**config.mk**
```make
export PLATFORM = sky130hd
export DESIGN_NAME = mp_acc_core
export DESIGN_NICKNAME = d
export VERILOG_FILES = /design/src/rtl/mp_pkg.sv /design/src/rtl/mp_ucode_rom.sv /design/src/rtl/mp_alu.sv /design/src/rtl/mp_pc_unit.sv /design/src/rtl/mp_acc_core.sv
export SDC_FILE = /design/constraint.sdc
export NUM_CORES = 2
export LEC_CHECK = 0
export ABC_CLOCK_PERIOD_IN_PS = 92700
export BUFFER_PORTS_ARGS = -buffer_cell sky130_fd_sc_hd__buf_2
export CAP_MARGIN = 0
export CORE_ASPECT_RATIO = 1.2
export CORE_MARGIN = 4
export CORE_UTILIZATION = 35
export DETAILED_ROUTE_END_ITERATION = 8
export HOLD_SLACK_MARGIN = 0.08
export PLACE_DENSITY = 0.62
export SKIP_CTS_REPAIR_TIMING = 1
export SLEW_MARGIN = 10
export SYNTH_ARGS = -nofsm -noshare
export SYNTH_HDL_FRONTEND = slang
export SYNTH_SLANG_ARGS = --single-unit
export TNS_END_PERCENT = 5
```
**constraint.sdc**
```tcl
create_clock -name clk -period 92.7 [get_ports clk]
set_input_delay 18.54 -clock clk [delete_from_list [all_inputs] [get_ports clk]]
set_output_delay 18.54 -clock clk [all_outputs]
set_load 0.05 [all_outputs]
```
**src/rtl/mp_pkg.sv**
```systemverilog
package mp_pkg;
  localparam int unsigned CW_W = 16;
  localparam int unsigned OPC_W = 8;

  // control word bit positions
  localparam int unsigned CB_ALU_LD = 4;
  localparam int unsigned CB_ACC_OE = 5;
  localparam int unsigned CB_MAR_LD = 6;
  localparam int unsigned CB_MEM_WE = 7;
  localparam int unsigned CB_MEM_OE = 8;
  localparam int unsigned CB_PC_OE = 11;
  localparam int unsigned CB_BR_ALW = 12;
  localparam int unsigned CB_BR_ZER = 13;
  localparam int unsigned CB_IMM_OE = 14;
  localparam int unsigned CB_NEXT = 15;

  // ALU function codes
  localparam logic [3:0] FN_ADD = 4'd0;
  localparam logic [3:0] FN_SUB = 4'd1;
  localparam logic [3:0] FN_MUL = 4'd2;
  localparam logic [3:0] FN_DIV = 4'd3;
  localparam logic [3:0] FN_REM = 4'd4;
  localparam logic [3:0] FN_PASS = 4'd5;
  localparam logic [3:0] FN_ZERO = 4'd6;
endpackage

```
**src/rtl/mp_ucode_rom.sv**
```systemverilog
module mp_ucode_rom #(
  parameter int unsigned UPC_W = 16
) (
  input  logic [UPC_W-1:0]        upc,
  output logic [mp_pkg::CW_W-1:0] word
);
  localparam int unsigned OP_W = mp_pkg::OPC_W;
  localparam int unsigned STEP_W = UPC_W - OP_W;

  function automatic logic [15:0] ustep(input logic [7:0] op, input int s);
    logic [15:0] w;
    w = 16'h0000;
    if (op == 8'h00) begin
      case (s)
        0: w = 16'h3000;
        1: w = 16'h0840;
        2: w = 16'h8100;
        default: w = 16'h0000;
      endcase
    end else if ((op >= 8'h10 && op <= 8'h17) || op == 8'h20) begin
      case (s)
        0: w = 16'h4040;
        1: begin
          if (op == 8'h20) w = 16'h0115;
          else if (op == 8'h17) w = 16'h0116;
          else w = {12'h011, op[3:0]};
        end
        2: w = 16'h0840;
        3: w = 16'h8100;
        default: w = 16'h0000;
      endcase
    end else if (op == 8'h21) begin
      case (s)
        0: w = 16'h4040;
        1: w = 16'h00a0;
        2: w = 16'h0020;
        3: w = 16'h0840;
        4: w = 16'h8100;
        default: w = 16'h0000;
      endcase
    end else if (op == 8'h40 || op == 8'h41) begin
      case (s)
        0: w = (op == 8'h40) ? 16'h5000 : 16'h6000;
        1: w = 16'h0840;
        2: w = 16'h8100;
        default: w = 16'h0000;
      endcase
    end else if (op == 8'hBC) begin
      case (s)
        0: w = 16'h4010;
        1: w = 16'h0060;
        2: w = 16'h0115;
        3: w = 16'h0840;
        4: w = 16'h8100;
        default: w = 16'h0000;
      endcase
    end
    return w;
  endfunction

  always_comb begin
    word = ustep(8'(upc[UPC_W-1 -: OP_W]), int'(upc[STEP_W-1:0]));
  end
endmodule

```
**src/rtl/mp_alu.sv**
```systemverilog
module mp_alu #(
  parameter int unsigned W = 32
) (
  input  logic [3:0]   func,
  input  logic [W-1:0] acc,
  input  logic [W-1:0] opnd,
  output logic [W-1:0] res,
  output logic         div_zero
);
  import mp_pkg::*;

  function automatic logic [W-1:0] alu_eval(input logic [3:0] f,
                                            input logic [W-1:0] a,
                                            input logic [W-1:0] b);
    logic [W-1:0] r;
    case (f)
      FN_ADD:  r = a + b;
      FN_SUB:  r = a - b;
      FN_MUL:  r = a * b;
      FN_DIV:  r = (b == '0) ? '0 : a / b;
      FN_REM:  r = (b == '0) ? '0 : a % b;
      FN_PASS: r = b;
      default: r = '0;
    endcase
    return r;
  endfunction

  always_comb begin
    res = alu_eval(func, acc, opnd);
    div_zero = ((func == FN_DIV) || (func == FN_REM)) && (opnd == '0);
  end
endmodule

```
**src/rtl/mp_pc_unit.sv**
```systemverilog
module mp_pc_unit #(
  parameter int unsigned AW = 24
) (
  input  logic          clk,
  input  logic          rst_n,
  input  logic          hold,
  input  logic          br_alw,
  input  logic          br_zer,
  input  logic          acc_zero,
  input  logic          next_ins,
  input  logic [AW-1:0] bus_addr,
  output logic [AW-1:0] pc_q
);
  always_ff @(posedge clk) begin
    if (!rst_n) begin
      pc_q <= '0;
    end else if (!hold) begin
      if (br_alw && br_zer) pc_q <= '0;
      else if (br_alw) pc_q <= bus_addr;
      else if (br_zer && acc_zero) pc_q <= bus_addr;
      else if (next_ins) pc_q <= pc_q + AW'(1);
    end
  end
endmodule

```
**src/rtl/mp_acc_core.sv**
```systemverilog
module mp_acc_core #(
  parameter int unsigned DATA_W = 32,
  parameter int unsigned ADDR_W = 24,
  parameter int unsigned UPC_W = 16
) (
  input  logic              clk,
  input  logic              rst_n,
  output logic [ADDR_W-1:0] mem_addr,
  output logic [DATA_W-1:0] mem_wdata,
  output logic              mem_we,
  input  logic [DATA_W-1:0] mem_rdata,
  output logic              halt
);
  import mp_pkg::*;
  localparam int unsigned OP_W = OPC_W;
  localparam int unsigned IMM_W = DATA_W - OP_W;
  localparam int unsigned STEP_W = UPC_W - OP_W;

  logic [CW_W-1:0]   uword;
  logic [DATA_W-1:0] acc_q, bus, alu_res;
  logic [ADDR_W-1:0] mar_q, pc_q;
  logic [IMM_W-1:0]  imm_q;
  logic [UPC_W-1:0]  upc_q;
  logic              halt_q, div_zero;

  // named events for the checker
  logic [3:0] drv_vec;
  logic       fetch_ev, div0_ev, nomap_ev, fault_ev, hold;
  logic       unused_bits;

  mp_ucode_rom #(.UPC_W(UPC_W)) u_rom (.upc(upc_q), .word(uword));

  assign drv_vec = {uword[CB_IMM_OE], uword[CB_PC_OE], uword[CB_MEM_OE], uword[CB_ACC_OE]};
  assign unused_bits = ^uword[10:9];

  always_comb begin
    bus = '0;
    if (drv_vec[0]) bus = bus | acc_q;
    if (drv_vec[1]) bus = bus | mem_rdata;
    if (drv_vec[2]) bus = bus | DATA_W'(pc_q);
    if (drv_vec[3]) bus = bus | DATA_W'(imm_q);
  end

  mp_alu #(.W(DATA_W)) u_alu (
    .func(uword[3:0]), .acc(acc_q), .opnd(bus), .res(alu_res), .div_zero(div_zero)
  );

  assign div0_ev  = uword[CB_ALU_LD] & div_zero;
  assign nomap_ev = (uword == '0);
  assign fault_ev = ~halt_q & (div0_ev | nomap_ev);
  assign hold     = halt_q | div0_ev | nomap_ev;
  assign fetch_ev = uword[CB_NEXT] & ~hold;

  mp_pc_unit #(.AW(ADDR_W)) u_pc (
    .clk(clk), .rst_n(rst_n), .hold(hold),
    .br_alw(uword[CB_BR_ALW]), .br_zer(uword[CB_BR_ZER]),
    .acc_zero(acc_q == '0), .next_ins(uword[CB_NEXT]),
    .bus_addr(bus[ADDR_W-1:0]), .pc_q(pc_q)
  );

  always_ff @(posedge clk) begin
    if (!rst_n) begin
      acc_q  <= '0;
      mar_q  <= '0;
      imm_q  <= '0;
      upc_q  <= '0;
      halt_q <= 1'b0;
    end else begin
      if (fault_ev) halt_q <= 1'b1;
      if (!hold) begin
        if (uword[CB_ALU_LD]) acc_q <= alu_res;
        if (uword[CB_MAR_LD]) mar_q <= bus[ADDR_W-1:0];
        if (uword[CB_NEXT]) begin
          imm_q <= mem_rdata[IMM_W-1:0];
          upc_q <= {mem_rdata[DATA_W-1 -: OP_W], {STEP_W{1'b0}}};
        end else begin
          upc_q <= upc_q + UPC_W'(1);
        end
      end
    end
  end

  assign mem_addr  = mar_q;
  assign mem_wdata = bus;
  assign mem_we    = uword[CB_MEM_WE] & ~halt_q;
  assign halt      = halt_q;
endmodule

```
==> metrics.cfg <==
[worst_setup_path]
crit_path_start_kind=input port
worst-path-max-fanout=17
crit_type=in -> reg
ff2ff_path_depth=373
slowest_stage=or4b_2
crit_top_cell=buf_4
critPathCaptureType=register
cpPeakStageDelay_ps=580
worstPathArrival_ps=90530
worstPathRequired_ps=93100

[status]
outcome=complete, no violations

[final_layout]
drive_above_1_share_pct=29.67
nFillCells=15152
layout.nets=10455
area_delta_synth_final_pct=37.84
instances_no_fill=11339

[route]
via_per_inst=5.858
drc=0
drt_pass1_iterations=6
wl_um=289700
drtIter0Drc=6245
antenna_left=0
num_vias=66428
avgRoutedWirePerCell_um=25.55

[global_route]
grt_antenna_before_repair=26
met2_usage_pct=55.72
busiest_layer=met2
grt_overflow=0
grt_pass1_wl_um=417800
met3_usage_pct=6.674
met1_usage_pct=40.25
grt_pass1_vias=65210
grt_max_degree=85
track_usage_pct=34.48

[synthesis]
synth_area_leader_cell=ha_1
synth.most_common_cell=nand2_1
synth-edff-count=0
yosys.cell_types.count=110
synth_fp_nets=8598
netlist.area_leader.share_pct=16.02
synth_cells=7462
synth.area.top_cells=ha_1, fa_1, nand2_1
avgSynthCellArea_um2=7.243
async_flop_share_pct=0
synth-main-ff-cell=dfxtp_1
syn-cell-area_um2=54050
ys_ff_latch=121
yosys_warnings=0
synth_common_cells=nand2_1, nor2_1, ha_1
ys_seq_area_share_pct=4.482

[clocking]
cts_inserted_buffers=17
htree_levels=4
clock_sinks=121
cts_tree=built
clk_pin_slew_ps=60
cts_buffer_depth=2
cts_root_buf=clkbuf_16
clock_latency_ps=500

[sta]
slew_violations=0
min_period_over_period_pct=97.22
finalHoldViolations=0
final.min_clock_period_ps=90130
setup_viol=0
relSlewSlack_pct=14.81
worstMarginPinSlew_ps=1268
max_clock_freq_mhz=11.10
finalClockSkew_ps=27.22

[placed_design]
placed_cells=11198
io_buffers=91
gp_congestion=1.074
dp_hpwl_um=225700

[die]
die_h_um=438.5
design.die.area_um2=160800
ioPinCount=92
die_w_um=366.7
initial_core_util_pct=35.32
rows=157
core_area_um2=153000

[min_path]
holdPathStages=2
hp-class=reg -> reg

[flow_run]
drv_cap=0

==> cell usage in the layout, fill, tap and decap left out, types with 70 or more instances in the layout <==
cell      count
buf_4      2057
and3_1       71
xor2_1      155
o21ai_0     307
nor2_1      685
inv_1       662
a21o_1      184
nand2b_1     73
a31oi_1      70
dfxtp_1     120
a21oi_1     421
nand2_1     935
fa_1        409
ha_1        674
o21a_1      175
xnor2_1     314
buf_2        91
and2_1      118
nor3_1      227
nand3_1     132
==> kinds of logic (layout without fill, tap and decap cells) <==
group                      after synthesis  count (layout)  share of synthesized area [%]
and+or+nand+nor                       2707            2708                          23.32
other                                    0              20                              0
muxes                                   95              95                          1.891
xor gates and xnor gates               469             469                          7.600
buffers and inverters                 1037            2906                          7.371
AOI/OAI and AO/OA                     1931            1931                          24.13
DFF                                    121             121                          4.482
adders and majority gates             1102            1102                          31.20
==> area by class of cell <==
| cell class | instances | area (µm²) | share of cell area (%) |
|---|---|---|---|
| Multi-Input combinational cell | 6305 | 49870 | 66.94 |
| Timing Repair Buffer | 2193 | 16510 | 22.17 |
| Inverter | 681 | 2560 | 3.436 |
| Tap cell | 1987 | 2486 | 3.337 |
| Sequential cell | 121 | 2424 | 3.253 |
| Clock buffer | 18 | 429.2 | 0.5760 |
| Clock inverter | 14 | 163.9 | 0.2200 |
| Antenna cell | 20 | 50.05 | 0.06718 |
==> state kept, by name, summed over array words and instances (netlist names) <==
| register | flops |
|---|---|
| halt | 1 |
| upc_q | 16 |
| imm_q | 24 |
| mem_addr | 24 |
| u_pc.pc_q | 24 |
| acc_q | 32 |
==> routing by layer <==
layer / vias up / part of all wire (%)
met2: 3417 / 44
li1: 29781 / -
met5: - / 0.022
met4: 10 / 9.6
met3: 1180 / 8.7
met1: 32040 / 37
==> final timing paths <==
check	start	endpoint	slack (ps)
setup / recovery	mem_rdata[30]	acc_q[12]$_SDFFE_PN0P_	2570
hold / removal	imm_q[2]$_SDFFE_PN0P_	imm_q[2]$_SDFFE_PN0P_	450
setup reg to reg	upc_q[10]$_SDFFE_PN0N_	acc_q[12]$_SDFFE_PN0P_	18810
hold reg to reg	imm_q[2]$_SDFFE_PN0P_	imm_q[2]$_SDFFE_PN0P_	450
==> stage by stage <==
stage          setup slack (ps)  area, µm²  setup TNS (ps)  util, %  hold WS (ps)
2_1_floorplan             43.63      54340               0        -         432.1
3_3_place_gp              -1428      71160          -41290    46.51         439.3
3_5_place_dp              -3257      71170          -97680    46.51         445.5
4_1_cts                   -3329      71770         -100190    46.90         454.6
5_1_grt                  -852.3      74450          -23930    48.65         471.6
6_report                   2573      74500               0    48.69         453.6
==> critical path, delay by kind of cell <==
family / cells / cell delay [ps]
AOI/OAI and AO/OA: 187 / 34600
adders and majority gates: 31 / 9010
buffers and inverters: 49 / 7370
muxes: 5 / 1540
and+or+nand+nor: 101 / 19230
Power is left out: the tool's default activity adds up to more than one toggle a clock period on the data nets, which glitch-free logic cannot reach.
